<file path="src/rtl/vecIntPkg.sv">
package vecIntPkg;
  localparam int SrcN = 64;
  localparam int WordW = 32;
  localparam int PrioW = 4;
  localparam int LvlW = PrioW + 1;
  localparam int AddrW = 7;
  localparam int VecW = 16;
  localparam int SrcIdxW = $clog2(SrcN);
  localparam int WordsPerSet = SrcN / WordW;
  localparam int PrioPerWord = WordW / PrioW;
  localparam int PrioWords = SrcN / PrioPerWord;
  localparam int PrioIdxW = $clog2(PrioWords);
  localparam logic [VecW-1:0] VecNone = '1;

  typedef enum logic [3:0] {
    RdNone, RdCtl, RdLvl, RdEn, RdType, RdPrio, RdNVec,
    RdFVec, RdRaw, RdFrc, RdNPnd, RdFPnd
  } rdSelT;

  typedef struct packed {
    logic wrCtl;
    logic wrLvl;
    logic wrEnNum;
    logic wrDisNum;
    logic [WordsPerSet-1:0] wrEn;
    logic [WordsPerSet-1:0] wrType;
    logic [WordsPerSet-1:0] wrFrc;
    logic wrPrio;
    logic [PrioIdxW-1:0] prioIdx;
    logic hiWord;
    rdSelT rdSel;
  } strobeT;
endpackage

</file>
<file path="src/rtl/vecIntDecode.sv">
module vecIntDecode import vecIntPkg::*; (
  input  logic busSel,
  input  logic busWe,
  input  logic [AddrW-1:0] busAddr,
  output strobeT stb
);
  logic [AddrW-3:0] word;
  logic acc;

  assign word = busAddr[AddrW-1:2];
  assign acc = busSel && (busAddr[1:0] == 2'b00);

  always_comb begin
    stb = '0;
    stb.rdSel = RdNone;
    stb.hiWord = ~busAddr[2];
    stb.prioIdx = ~busAddr[PrioIdxW+1:2];
    if (acc) begin
      case (word)
        5'd0: begin stb.rdSel = RdCtl; stb.wrCtl = busWe; end
        5'd1: begin stb.rdSel = RdLvl; stb.wrLvl = busWe; end
        5'd2: stb.wrEnNum = busWe;
        5'd3: stb.wrDisNum = busWe;
        5'd4, 5'd5: begin stb.rdSel = RdEn; stb.wrEn[stb.hiWord] = busWe; end
        5'd6, 5'd7: begin stb.rdSel = RdType; stb.wrType[stb.hiWord] = busWe; end
        5'd8, 5'd9, 5'd10, 5'd11, 5'd12, 5'd13, 5'd14, 5'd15: begin
          stb.rdSel = RdPrio;
          stb.wrPrio = busWe;
        end
        5'd16: stb.rdSel = RdNVec;
        5'd17: stb.rdSel = RdFVec;
        5'd18, 5'd19: stb.rdSel = RdRaw;
        5'd20, 5'd21: begin stb.rdSel = RdFrc; stb.wrFrc[stb.hiWord] = busWe; end
        5'd22, 5'd23: stb.rdSel = RdNPnd;
        5'd24, 5'd25: stb.rdSel = RdFPnd;
        default: stb.rdSel = RdNone;
      endcase
    end
  end
endmodule

</file>
<file path="src/rtl/vecIntPick.sv">
module vecIntPick import vecIntPkg::*; #(
  parameter bit TieHigh = 1'b1
) (
  input  logic [SrcN-1:0] req,
  input  logic [SrcN*PrioW-1:0] rank,
  output logic [VecW-1:0] vec
);
  logic found;
  logic [SrcIdxW-1:0] best;
  logic [PrioW-1:0] bestRank;

  always_comb begin
    found = 1'b0;
    best = '0;
    bestRank = '0;
    for (int i = 0; i < SrcN; i++) begin
      if (req[i] && (!found ||
          (TieHigh ? (rank[i*PrioW +: PrioW] >= bestRank)
                   : (rank[i*PrioW +: PrioW] > bestRank)))) begin
        found = 1'b1;
        best = SrcIdxW'(i);
        bestRank = rank[i*PrioW +: PrioW];
      end
    end
    vec = found ? VecW'(best) : VecNone;
  end
endmodule

</file>
<file path="src/rtl/vecIntRegs.sv">
module vecIntRegs import vecIntPkg::*; (
  input  logic clk,
  input  logic rst,
  input  strobeT stb,
  input  logic [WordW-1:0] wdata,
  input  logic [SrcN-1:0] srcIn,
  output logic [WordW-1:0] rdata,
  output logic irqOut,
  output logic fiqOut
);
  logic [WordW-1:0] ctlReg;
  logic [LvlW-1:0] lvlReg;
  logic [SrcN-1:0] enReg, typeReg, frcReg;
  logic [SrcN*PrioW-1:0] prioFlat;
  logic [SrcN-1:0] active, normPend, fastPend, supp, normAct;
  logic [VecW-1:0] nVec, fVec;
  logic numOk;

  assign numOk = wdata < WordW'(SrcN);

  always_ff @(posedge clk) begin
    if (rst) begin
      ctlReg <= '0;
      lvlReg <= '1;
      enReg <= '0;
      typeReg <= '0;
      frcReg <= '0;
      prioFlat <= '0;
    end else begin
      if (stb.wrCtl) ctlReg <= wdata;
      if (stb.wrLvl) lvlReg <= wdata[LvlW-1:0];
      if (stb.wrEnNum && numOk) enReg[wdata[SrcIdxW-1:0]] <= 1'b1;
      if (stb.wrDisNum && numOk) enReg[wdata[SrcIdxW-1:0]] <= 1'b0;
      for (int w = 0; w < WordsPerSet; w++) begin
        if (stb.wrEn[w]) enReg[w*WordW +: WordW] <= wdata;
        if (stb.wrType[w]) typeReg[w*WordW +: WordW] <= wdata;
        if (stb.wrFrc[w]) frcReg[w*WordW +: WordW] <= wdata;
      end
      if (stb.wrPrio) prioFlat[int'(stb.prioIdx)*WordW +: WordW] <= wdata;
    end
  end

  assign active = srcIn | frcReg;
  assign normPend = active & enReg & ~typeReg;
  assign fastPend = active & enReg & typeReg;

  for (genvar i = 0; i < SrcN; i++) begin : gSupp
    assign supp[i] = (lvlReg != '1) &&
                     ({1'b0, prioFlat[i*PrioW +: PrioW]} <= lvlReg);
  end

  assign normAct = normPend & ~supp;

  vecIntPick #(.TieHigh(1'b1)) u_normPick (
    .req(normAct), .rank(prioFlat), .vec(nVec)
  );
  vecIntPick #(.TieHigh(1'b0)) u_fastPick (
    .req(fastPend), .rank('0), .vec(fVec)
  );

  assign irqOut = |normAct;
  assign fiqOut = |fastPend;

  function automatic logic [WordW-1:0] half(input logic [SrcN-1:0] v, input logic hi);
    return v[int'(hi)*WordW +: WordW];
  endfunction

  always_comb begin
    case (stb.rdSel)
      RdCtl:  rdata = ctlReg;
      RdLvl:  rdata = WordW'(lvlReg);
      RdEn:   rdata = half(enReg, stb.hiWord);
      RdType: rdata = half(typeReg, stb.hiWord);
      RdPrio: rdata = prioFlat[int'(stb.prioIdx)*WordW +: WordW];
      RdNVec: rdata = {nVec, {(WordW-VecW){1'b0}}};
      RdFVec: rdata = {fVec, {(WordW-VecW){1'b0}}};
      RdRaw:  rdata = half(srcIn, stb.hiWord);
      RdFrc:  rdata = half(frcReg, stb.hiWord);
      RdNPnd: rdata = half(normPend, stb.hiWord);
      RdFPnd: rdata = half(fastPend, stb.hiWord);
      default: rdata = '0;
    endcase
  end

  assert_en_set_R2: assert property (@(posedge clk) disable iff (rst)
    (stb.wrEnNum && numOk) |=> enReg[$past(wdata[SrcIdxW-1:0])]);

  assert_dis_ignore_R2: assert property (@(posedge clk) disable iff (rst)
    (stb.wrDisNum && !numOk) |=> $stable(enReg));

  assert_irq_vec_R8: assert property (@(posedge clk) disable iff (rst)
    irqOut == (nVec != VecNone));

  assert_fiq_vec_R8: assert property (@(posedge clk) disable iff (rst)
    fiqOut == (fVec != VecNone));

  assert_vec_pend_R5: assert property (@(posedge clk) disable iff (rst)
    (nVec != VecNone) |-> normPend[nVec[SrcIdxW-1:0]]);

  assert_fvec_pend_R7: assert property (@(posedge clk) disable iff (rst)
    (fVec != VecNone) |-> fastPend[fVec[SrcIdxW-1:0]]);

  assert_mask_R6: assert property (@(posedge clk) disable iff (rst)
    (lvlReg != '1 && nVec != VecNone) |->
      ({1'b0, prioFlat[int'(nVec[SrcIdxW-1:0])*PrioW +: PrioW]} > lvlReg));
endmodule

</file>
<file path="src/rtl/vecIntCtl.sv">
module vecIntCtl import vecIntPkg::*; (
  input  logic clk,
  input  logic rst,
  input  logic busSel,
  input  logic busWe,
  input  logic [AddrW-1:0] busAddr,
  input  logic [WordW-1:0] busWdata,
  output logic [WordW-1:0] busRdata,
  input  logic [SrcN-1:0] srcIn,
  output logic irqOut,
  output logic fiqOut
);
  strobeT stb;

  vecIntDecode u_decode (
    .busSel(busSel), .busWe(busWe), .busAddr(busAddr), .stb(stb)
  );

  vecIntRegs u_regs (
    .clk(clk), .rst(rst), .stb(stb), .wdata(busWdata), .srcIn(srcIn),
    .rdata(busRdata), .irqOut(irqOut), .fiqOut(fiqOut)
  );
endmodule

</file>
<file path="config.mk">
export PLATFORM = sky130hd
export DESIGN_NAME = vecIntCtl
export DESIGN_NICKNAME = d
export VERILOG_FILES = /design/src/rtl/vecIntPkg.sv /design/src/rtl/vecIntDecode.sv /design/src/rtl/vecIntPick.sv /design/src/rtl/vecIntRegs.sv /design/src/rtl/vecIntCtl.sv
export SDC_FILE = /design/constraint.sdc
export NUM_CORES = 2
export LEC_CHECK = 0
export BUFFER_PORTS_ARGS = -buffer_cell sky130_fd_sc_hd__buf_4
export CAP_MARGIN = 20
export CORE_MARGIN = 5
export CORE_UTILIZATION = 30
export CTS_CLUSTER_SIZE = 40
export DETAILED_ROUTE_END_ITERATION = 7
export PLACE_DENSITY = 0.42
export SLEW_MARGIN = 10
export SYNTH_ARGS = -nofsm -noshare
export SYNTH_HDL_FRONTEND = slang
export SYNTH_SLANG_ARGS = --single-unit
export TNS_END_PERCENT = 10
</file>
<file path="constraint.sdc">
create_clock -name clk -period 307.3 [get_ports clk]
set_clock_uncertainty 0.05 [all_clocks]
set_input_delay 30.73 -clock clk [delete_from_list [all_inputs] [get_ports clk]]
set_output_delay 30.73 -clock clk [all_outputs]
set_load 0.1 [all_outputs]
</file>
-- Word level (Yosys, flattened, before mapping)
Cells that the tools add are included.
- add/subtract/negate cells: 1
- order comparisons: 132
- equality and inequality tests: 37
- shift operators: 9
- multiplexer cells: 341
- bitwise gates (word level): 13
- reduce and logical (&&, ||, !) cells: 395
- operator list (kind ; count):
    2-to-1 mux 6 bit ; 124
    indexed part select 64 x 7 -> 32 bit ; 6
    case mux 32 bit (11 select lines) ; 1
    bitwise AND 64 bit ; 5
    less-or-equal comparator 4 x 5 -> 1 bit ; 64
    bitwise mux 256 bit ; 1
    2-to-1 mux 4 bit ; 64
    variable shift 32 x 33 -> 256 bit, first input constant ; 1
    indexed part select 256 x 9 -> 32 bit ; 1
    indexed part select 32 x 33 -> 256 bit ; 1
    >= comparator 4 bit ; 63
    logical AND 1 bit ; 195
    2-to-1 mux 64 bit ; 3
    NOT 64 bit ; 3
    2-to-1 mux 1 bit ; 137
    bitwise OR 64 bit ; 2
    OR reduction 64 bit ; 2
    zero test 1 bit ; 126
    2-to-1 mux 32 bit ; 2
    logical OR 1 bit ; 63
    equality test 5 bit, second input constant ; 10
    case mux 4 bit (11 select lines) ; 1
    equality test 5 x 4 -> 1 bit, second input constant ; 8
    negator 8 -> 33 bit ; 1
    other kinds (25) ; 44
- register bits after elaboration: 485
- word-level logic and storage cells: 936

-- Logic depth before layout (Yosys ltp)
- depth after elaboration: 259
- mapped depth: 524
- depth with buffers taken out: 503

-- By module
Synthesis repeated with hierarchy kept, for this count alone.
- cell total of the unflattened synthesis: 8117
- area, all modules: 59214.3 um^2
- by module, submodules not included (module ; instances ; cells an instance ; area an instance (um^2) ; seq. area each (um^2)):
    vecIntRegs ; 1 ; 3886 ; 31002.2 ; 9709.3
    vecIntPick at u_regs.u_fastPick ; 1 ; 2225 ; 14676.6 ; 0.0
    vecIntPick at u_regs.u_normPick ; 1 ; 1958 ; 13249.0 ; 0.0
    vecIntDecode ; 1 ; 48 ; 286.5 ; 0.0

-- Worst setup path before layout
OpenSTA, ideal clock, no wires.
- path type: input to output
- start: in srcIn[0]
- end: out busRdata[17]
- arrival: 124100 ps
- setup slack: 152420 ps
- stages on the path: 494
- cells stage by stage: o21ai_0 -> nor2_1 -> a22o_4 -> and2_1 -> ha_1 -> nand2b_1 -> a21o_1 -> a211o_1 -> and2_1 -> a21boi_0 -> a22oi_1 -> inv_1 -> ha_1 -> nand2b_1 -> a21o_1 -> a21o_1 -> a21o_1 -> o21ai_1 -> [458 not listed] -> ha_1 -> nand2b_1 -> a21o_1 -> a21o_1 -> a21oi_1 -> a21o_1 -> clkbuf_1 -> o22ai_1 -> a31o_1 -> ha_1 -> nand2b_1 -> a21o_1 -> a21o_1 -> a21oi_1 -> o21a_1 -> nand2_1 -> a31oi_1 -> o31ai_1
- cells in the longest elaborated chain, start to end: 259
- elaborated cells on any way between the ends: 701
- classes of those cells: order compare (63); mux (318); bitwise (5); reduce/logical (315)
- ends and longest elaborated chain (element ; line ; text):
    from (decl) ; vecIntCtl.sv:9 ; input logic [SrcN-1:0] srcIn,
    bitwise OR 64 bit * ; vecIntRegs.sv:43 ; assign active = srcIn | frcReg;
    bitwise AND 64 bit * ; vecIntRegs.sv:44, vecIntRegs.sv:45 ;
    bitwise AND 64 bit ; vecIntRegs.sv:44 ; assign normPend = active & enReg & ~typeReg;
    bitwise AND 64 bit ; vecIntRegs.sv:52 ; assign normAct = normPend & ~supp;
    2-to-1 mux 4 bit or 2-to-1 mux 1 bit (tied branches) ; vecIntPick.sv:17 ; if (req[i] && (!found ||
    >= comparator 4 bit or zero test 1 bit (tied branches) ; vecIntPick.sv:18, vecIntPick.sv:17 ;
    logical OR 1 bit ; vecIntPick.sv:17 ;
    logical AND 1 bit ; vecIntPick.sv:17 ;
    [243 not listed] ; - ;
    logical AND 1 bit ; vecIntPick.sv:17 ;
    2-to-1 mux 4 bit or 2-to-1 mux 1 bit (tied branches) ; vecIntPick.sv:17 ;
    >= comparator 4 bit or zero test 1 bit (tied branches) ; vecIntPick.sv:18, vecIntPick.sv:17 ;
    logical OR 1 bit ; vecIntPick.sv:17 ;
    logical AND 1 bit ; vecIntPick.sv:17 ;
    2-to-1 mux 6 bit or 2-to-1 mux 1 bit (tied branches) ; vecIntPick.sv:17 ;
    2-to-1 mux 16 bit ; vecIntPick.sv:25 ; vec = found ? VecW'(best) : VecNone;
    case mux 32 bit (11 select lines) * ; vecIntRegs.sv:69 ; case (stb.rdSel)
    to (decl) ; vecIntCtl.sv:8 ; output logic [WordW-1:0] busRdata,
Every way passes the cells marked *; elsewhere a longest branch is shown, timed or not.

-- Worst setup path after layout
- start: in srcIn[0]
- end: out busRdata[20]
The elaborated chain is that of the path after synthesis.

==> qor.json <==
{
  "outcome": "completed",
  "dominant_combinational_cell_family_by_area_after_synthesis": "compound AO/OA/AOI/OAI gates",
  "max_slew_margin_pct": 12.7,
  "grtUsageMet1_pct": 43.0,
  "tritoncts": "yes",
  "holdCritPathClass": "reg -> reg",
  "clkSlewWorstSetupHoldPaths_ns": 0.06,
  "drt_drc_violations_left": 0,
  "p_clk_share_pct": 52.1,
  "comb_power_share_pct": 9.3,
  "worst_pin_slew_ns": 1.30,
  "floorplan.rows": 141,
  "dr.first_iter.drc_count": 6425,
  "leakage_nw": 18.7,
  "worst_skew_pair.late_latency_ns": 0.69,
  "route.detailed.vias_per_inst": 6.28,
  "sequential_cell_area_um2": 9720,
  "wl_per_cell_um": 33.1,
  "clk_path_buf_depth": 3,
  "worst_ep_arrival_time_ns": 136.96,
  "p_per_area_nw_per_um2": 3.27,
  "h-tree-depth": 3,
  "synth_fa_ha_area_share_pct": 13.0,
  "max_stage_delay_ns": 0.75,
  "die_w_um": 395,
  "synth_seq_cells": 485,
  "cp_common_cell": "sky130_fd_sc_hd__ha_1",
  "detailed_place_hpwl_um": 196000,
  "r2r_setup_slack_ns": 305.97,
  "synth.yosys.warnings": 0,
  "grt_most_used_layer": "met2",
  "layout_worst_path_cycle_share_pct": 54.6,
  "required_ns": 276.52,
  "area_used_by_multi_input_combinational_logic_um2": 32800,
  "post_synth_mux_area_share_pct": 5.48,
  "worst_hold_path.num_cells": 2,
  "postRouteAntennaNets": 0,
  "port_buffers": 140,
  "cell_with_the_largest_stage_delay_on_the_worst_path": "sky130_fd_sc_hd__a31oi_1",
  "finalSetupTns_ns": 0,
  "power_spent_charging_and_discharging_nets_mw": 0.0476,
  "grt_antenna_before_repair": 20,
  "ys_dominant_reg_cell": "sky130_fd_sc_hd__dfxtp_1",
  "achievable-frequency_mhz": 5.96,
  "worstRegToRegCells": 2,
  "dr.pass1.iters": 6,
  "postCtsSetupRepairBufs": 0,
  "timing.final.hold_violations": 0,
  "synth-edff-count": 0,
  "mostFrequentLayoutCell": "sky130_fd_sc_hd__a21oi_1",
  "via_count": 50100,
  "timing.critical_path.to_type": "output port",
  "post_synthesis_compound_gate_area_fraction_pct": 33.0,
  "track_usage_pct": 32.0,
  "setup_viol": 0,
  "post-layout-total-power_mw": 0.163,
  "postSynthAreaPerCell_um2": 7.40,
  "tritoncts_buffer_count": 67,
  "pin_count": 141,
  "worstPathMaxFanout": 14,
  "root_buffer": "sky130_fd_sc_hd__clkbuf_16",
  "core_um2": 147000,
  "postCtsResizedCells": 0,
  "routed_wl_um": 263000,
  "die_area_um2": 156000,
  "criticalPathCategory": "in -> out",
  "netlist_instances": 6009,
  "grt_setup_unrepaired": "no",
  "timing.max_cap.violations": 0,
  "place_congestion": 0.972,
  "seq_power_share_pct": 38.6,
  "layout.cells.most_common_list": "810 x sky130_fd_sc_hd__a21oi_1, 804 x sky130_fd_sc_hd__nand2_1, 489 x sky130_fd_sc_hd__nor2_1, 483 x sky130_fd_sc_hd__dfxtp_1, 458 x sky130_fd_sc_hd__ha_1",
  "final-max-slew-violation-count": 0,
  "num-nets-final": 6546,
  "fillCellCount": 15800,
  "timing.final.crit_period_ns": 167.74,
  "die_h_um": 395,
  "syn_area_um2": 44500,
  "grt_first_pass_wirelength_um": 361000,
  "clock-sinks": 485,
  "area_growth_pct": 12.4,
  "cellInternalPower_mw": 0.116,
  "hold_buffers": 0,
  "asyncSetResetFlopFracSynth_pct": 0,
  "global_route.overflow_total": 0,
  "synth_simple_gate_area_share_pct": 21.9,
  "yosys.cell_types.count": 116,
  "switching_share_pct": 29.1,
  "met2_global_route_usage_pct": 47.8,
  "first_global_vias": 44900,
  "syn-num-nets": 6574,
  "synth-xor-area-share_pct": 0,
  "synth_seq_area_share_pct": 21.8,
  "vdd.ir_drop.worst_mv": 0.00361,
  "grtUsageMet3_pct": 6.71,
  "starting_utilization_of_the_core_area_pct": 30.2,
  "timing.critical_path.from_type": "primary input",
  "grt_start_max_net_pins": 133,
  "post_route_cells_drive_above_1_share_pct": 9.73
}
[sequential cells by signal (all words and copies together), names as in the netlist]
register / flops
u_regs.typeReg: 64
u_regs.prioFlat: 256
u_regs.enReg: 64
u_regs.lvlReg: 5
u_regs.ctlReg: 32
u_regs.frcReg: 64
[cell type report]
type                       instances  area share (%)
multi-input combinational       4964            65.6
sequential                       485            19.4
tap                             1930            4.83
clock buffer                      99            3.95
timing repair buffer             254            3.87
inverter                         209            1.58
clock inverter                    20           0.723
antenna                           10          0.0501
[per-layer routing]
metal / routed length (um) / vias up / part of all wire, %
met4: 17900 / 10 / 6.8
met1: 111000 / 24600 / 42
met5: 69 / - / 0.026
met2: 111000 / 2625 / 42
met3: 23500 / 570 / 8.9
li1: - / 22300 / -
[power groups by stage]
stage	sequential (mW)	combinational (mW)	clock, mW
3_5_place_dp	0.0644	0.0147	0
4_1_cts	0.0630	0.0147	0.0858
2_1_floorplan	0.0643	0.00723	0
6_report	0.0630	0.0152	0.0851
5_1_grt	0.0630	0.0154	0.0880
3_3_place_gp	0.0644	0.0147	0
[worst paths after layout]
kind                            end              start
setup / recovery       busRdata[20]           srcIn[0]
hold / removal    u_regs.ctlReg[25]  u_regs.ctlReg[25]
setup reg to reg   u_regs.lvlReg[0]   u_regs.lvlReg[0]
hold reg to reg   u_regs.ctlReg[25]  u_regs.ctlReg[25]
[stage by stage]
step | instances | worst slack, ns | hold slack, ns | instance area (um^2) | util [%]
after floorplan | 6009 | 152.42 | 0.386 | 44500 | -
after global placement | 7833 | 142.70 | 0.394 | 47500 | 32.2
after detailed placement | 7837 | 140.91 | 0.398 | 47600 | 32.3
after CTS | 7956 | 140.40 | 0.407 | 49900 | 33.8
after global routing | 7961 | 131.02 | 0.417 | 50000 | 33.9
final | 7971 | 139.56 | 0.405 | 50000 | 33.9
[cells in the mapped netlist (14+ instances only)]
| library cell | number | area (um^2) |
|---|---|---|
| sky130_fd_sc_hd__inv_1 | 208 | 781 |
| sky130_fd_sc_hd__o22ai_1 | 47 | 294 |
| sky130_fd_sc_hd__o21ai_1 | 27 | 135 |
| sky130_fd_sc_hd__and3_1 | 33 | 206 |
| sky130_fd_sc_hd__mux4_2 | 64 | 1440 |
| sky130_fd_sc_hd__a31oi_1 | 41 | 257 |
| sky130_fd_sc_hd__a41oi_1 | 46 | 403 |
| sky130_fd_sc_hd__a221oi_1 | 63 | 552 |
| sky130_fd_sc_hd__o31ai_1 | 43 | 323 |
| sky130_fd_sc_hd__dfxtp_1 | 485 | 9710 |
| sky130_fd_sc_hd__nor3b_1 | 18 | 135 |
| sky130_fd_sc_hd__a22o_1 | 14 | 123 |
| sky130_fd_sc_hd__o31a_1 | 14 | 123 |
| sky130_fd_sc_hd__o21ai_0 | 300 | 1500 |
| sky130_fd_sc_hd__clkbuf_1 | 310 | 1160 |
| sky130_fd_sc_hd__nand4_1 | 17 | 106 |
| sky130_fd_sc_hd__o21bai_1 | 16 | 120 |
| sky130_fd_sc_hd__ha_1 | 458 | 5730 |
| sky130_fd_sc_hd__a22oi_1 | 24 | 180 |
| sky130_fd_sc_hd__a21o_1 | 84 | 631 |
| sky130_fd_sc_hd__nor2_1 | 501 | 1880 |
| sky130_fd_sc_hd__or2_2 | 35 | 219 |
| sky130_fd_sc_hd__o211a_1 | 15 | 150 |
| sky130_fd_sc_hd__a41o_1 | 28 | 280 |
| sky130_fd_sc_hd__nand3_1 | 168 | 841 |
| sky130_fd_sc_hd__a21oi_1 | 810 | 4050 |
| sky130_fd_sc_hd__o221ai_1 | 16 | 140 |
| sky130_fd_sc_hd__o211ai_1 | 81 | 608 |
| sky130_fd_sc_hd__a211oi_1 | 121 | 908 |
| sky130_fd_sc_hd__a221o_1 | 21 | 210 |
| sky130_fd_sc_hd__a211o_1 | 39 | 342 |
| sky130_fd_sc_hd__buf_1 | 28 | 105 |
| sky130_fd_sc_hd__o311ai_0 | 19 | 166 |
| sky130_fd_sc_hd__or3_1 | 23 | 144 |
| sky130_fd_sc_hd__o21a_1 | 156 | 1170 |
| sky130_fd_sc_hd__nor2b_1 | 97 | 607 |
| sky130_fd_sc_hd__and2_1 | 65 | 407 |
| sky130_fd_sc_hd__mux2_2 | 17 | 191 |
| sky130_fd_sc_hd__nor3_1 | 167 | 836 |
| sky130_fd_sc_hd__a21boi_0 | 30 | 225 |
| sky130_fd_sc_hd__nor4_1 | 18 | 113 |
| sky130_fd_sc_hd__nand2b_1 | 115 | 719 |
| sky130_fd_sc_hd__mux2i_1 | 79 | 791 |
| sky130_fd_sc_hd__nand2_1 | 806 | 3030 |
[worst max-delay path, delay by kind of cell]
kind	cells	cell delay [ns]
AO/OA/AOI/OAI	248	59.12
adder cells (fa/ha/maj)	66	17.84
AND/OR/NAND/NOR	137	22.93
multiplexers	13	4.96
buffers and inverters	14	1.33
[cell families (layout without fill, tap and decap cells)]
group	after synthesis	count (layout)
AO/OA/AOI/OAI	2225	2225
AND/OR/NAND/NOR	2117	2117
buffers and inverters	560	582
flip-flops	485	485
adder cells (fa/ha/maj)	461	461
multiplexers	161	161
other	0	10
Note: power is estimated with default switching activity, not from simulation.
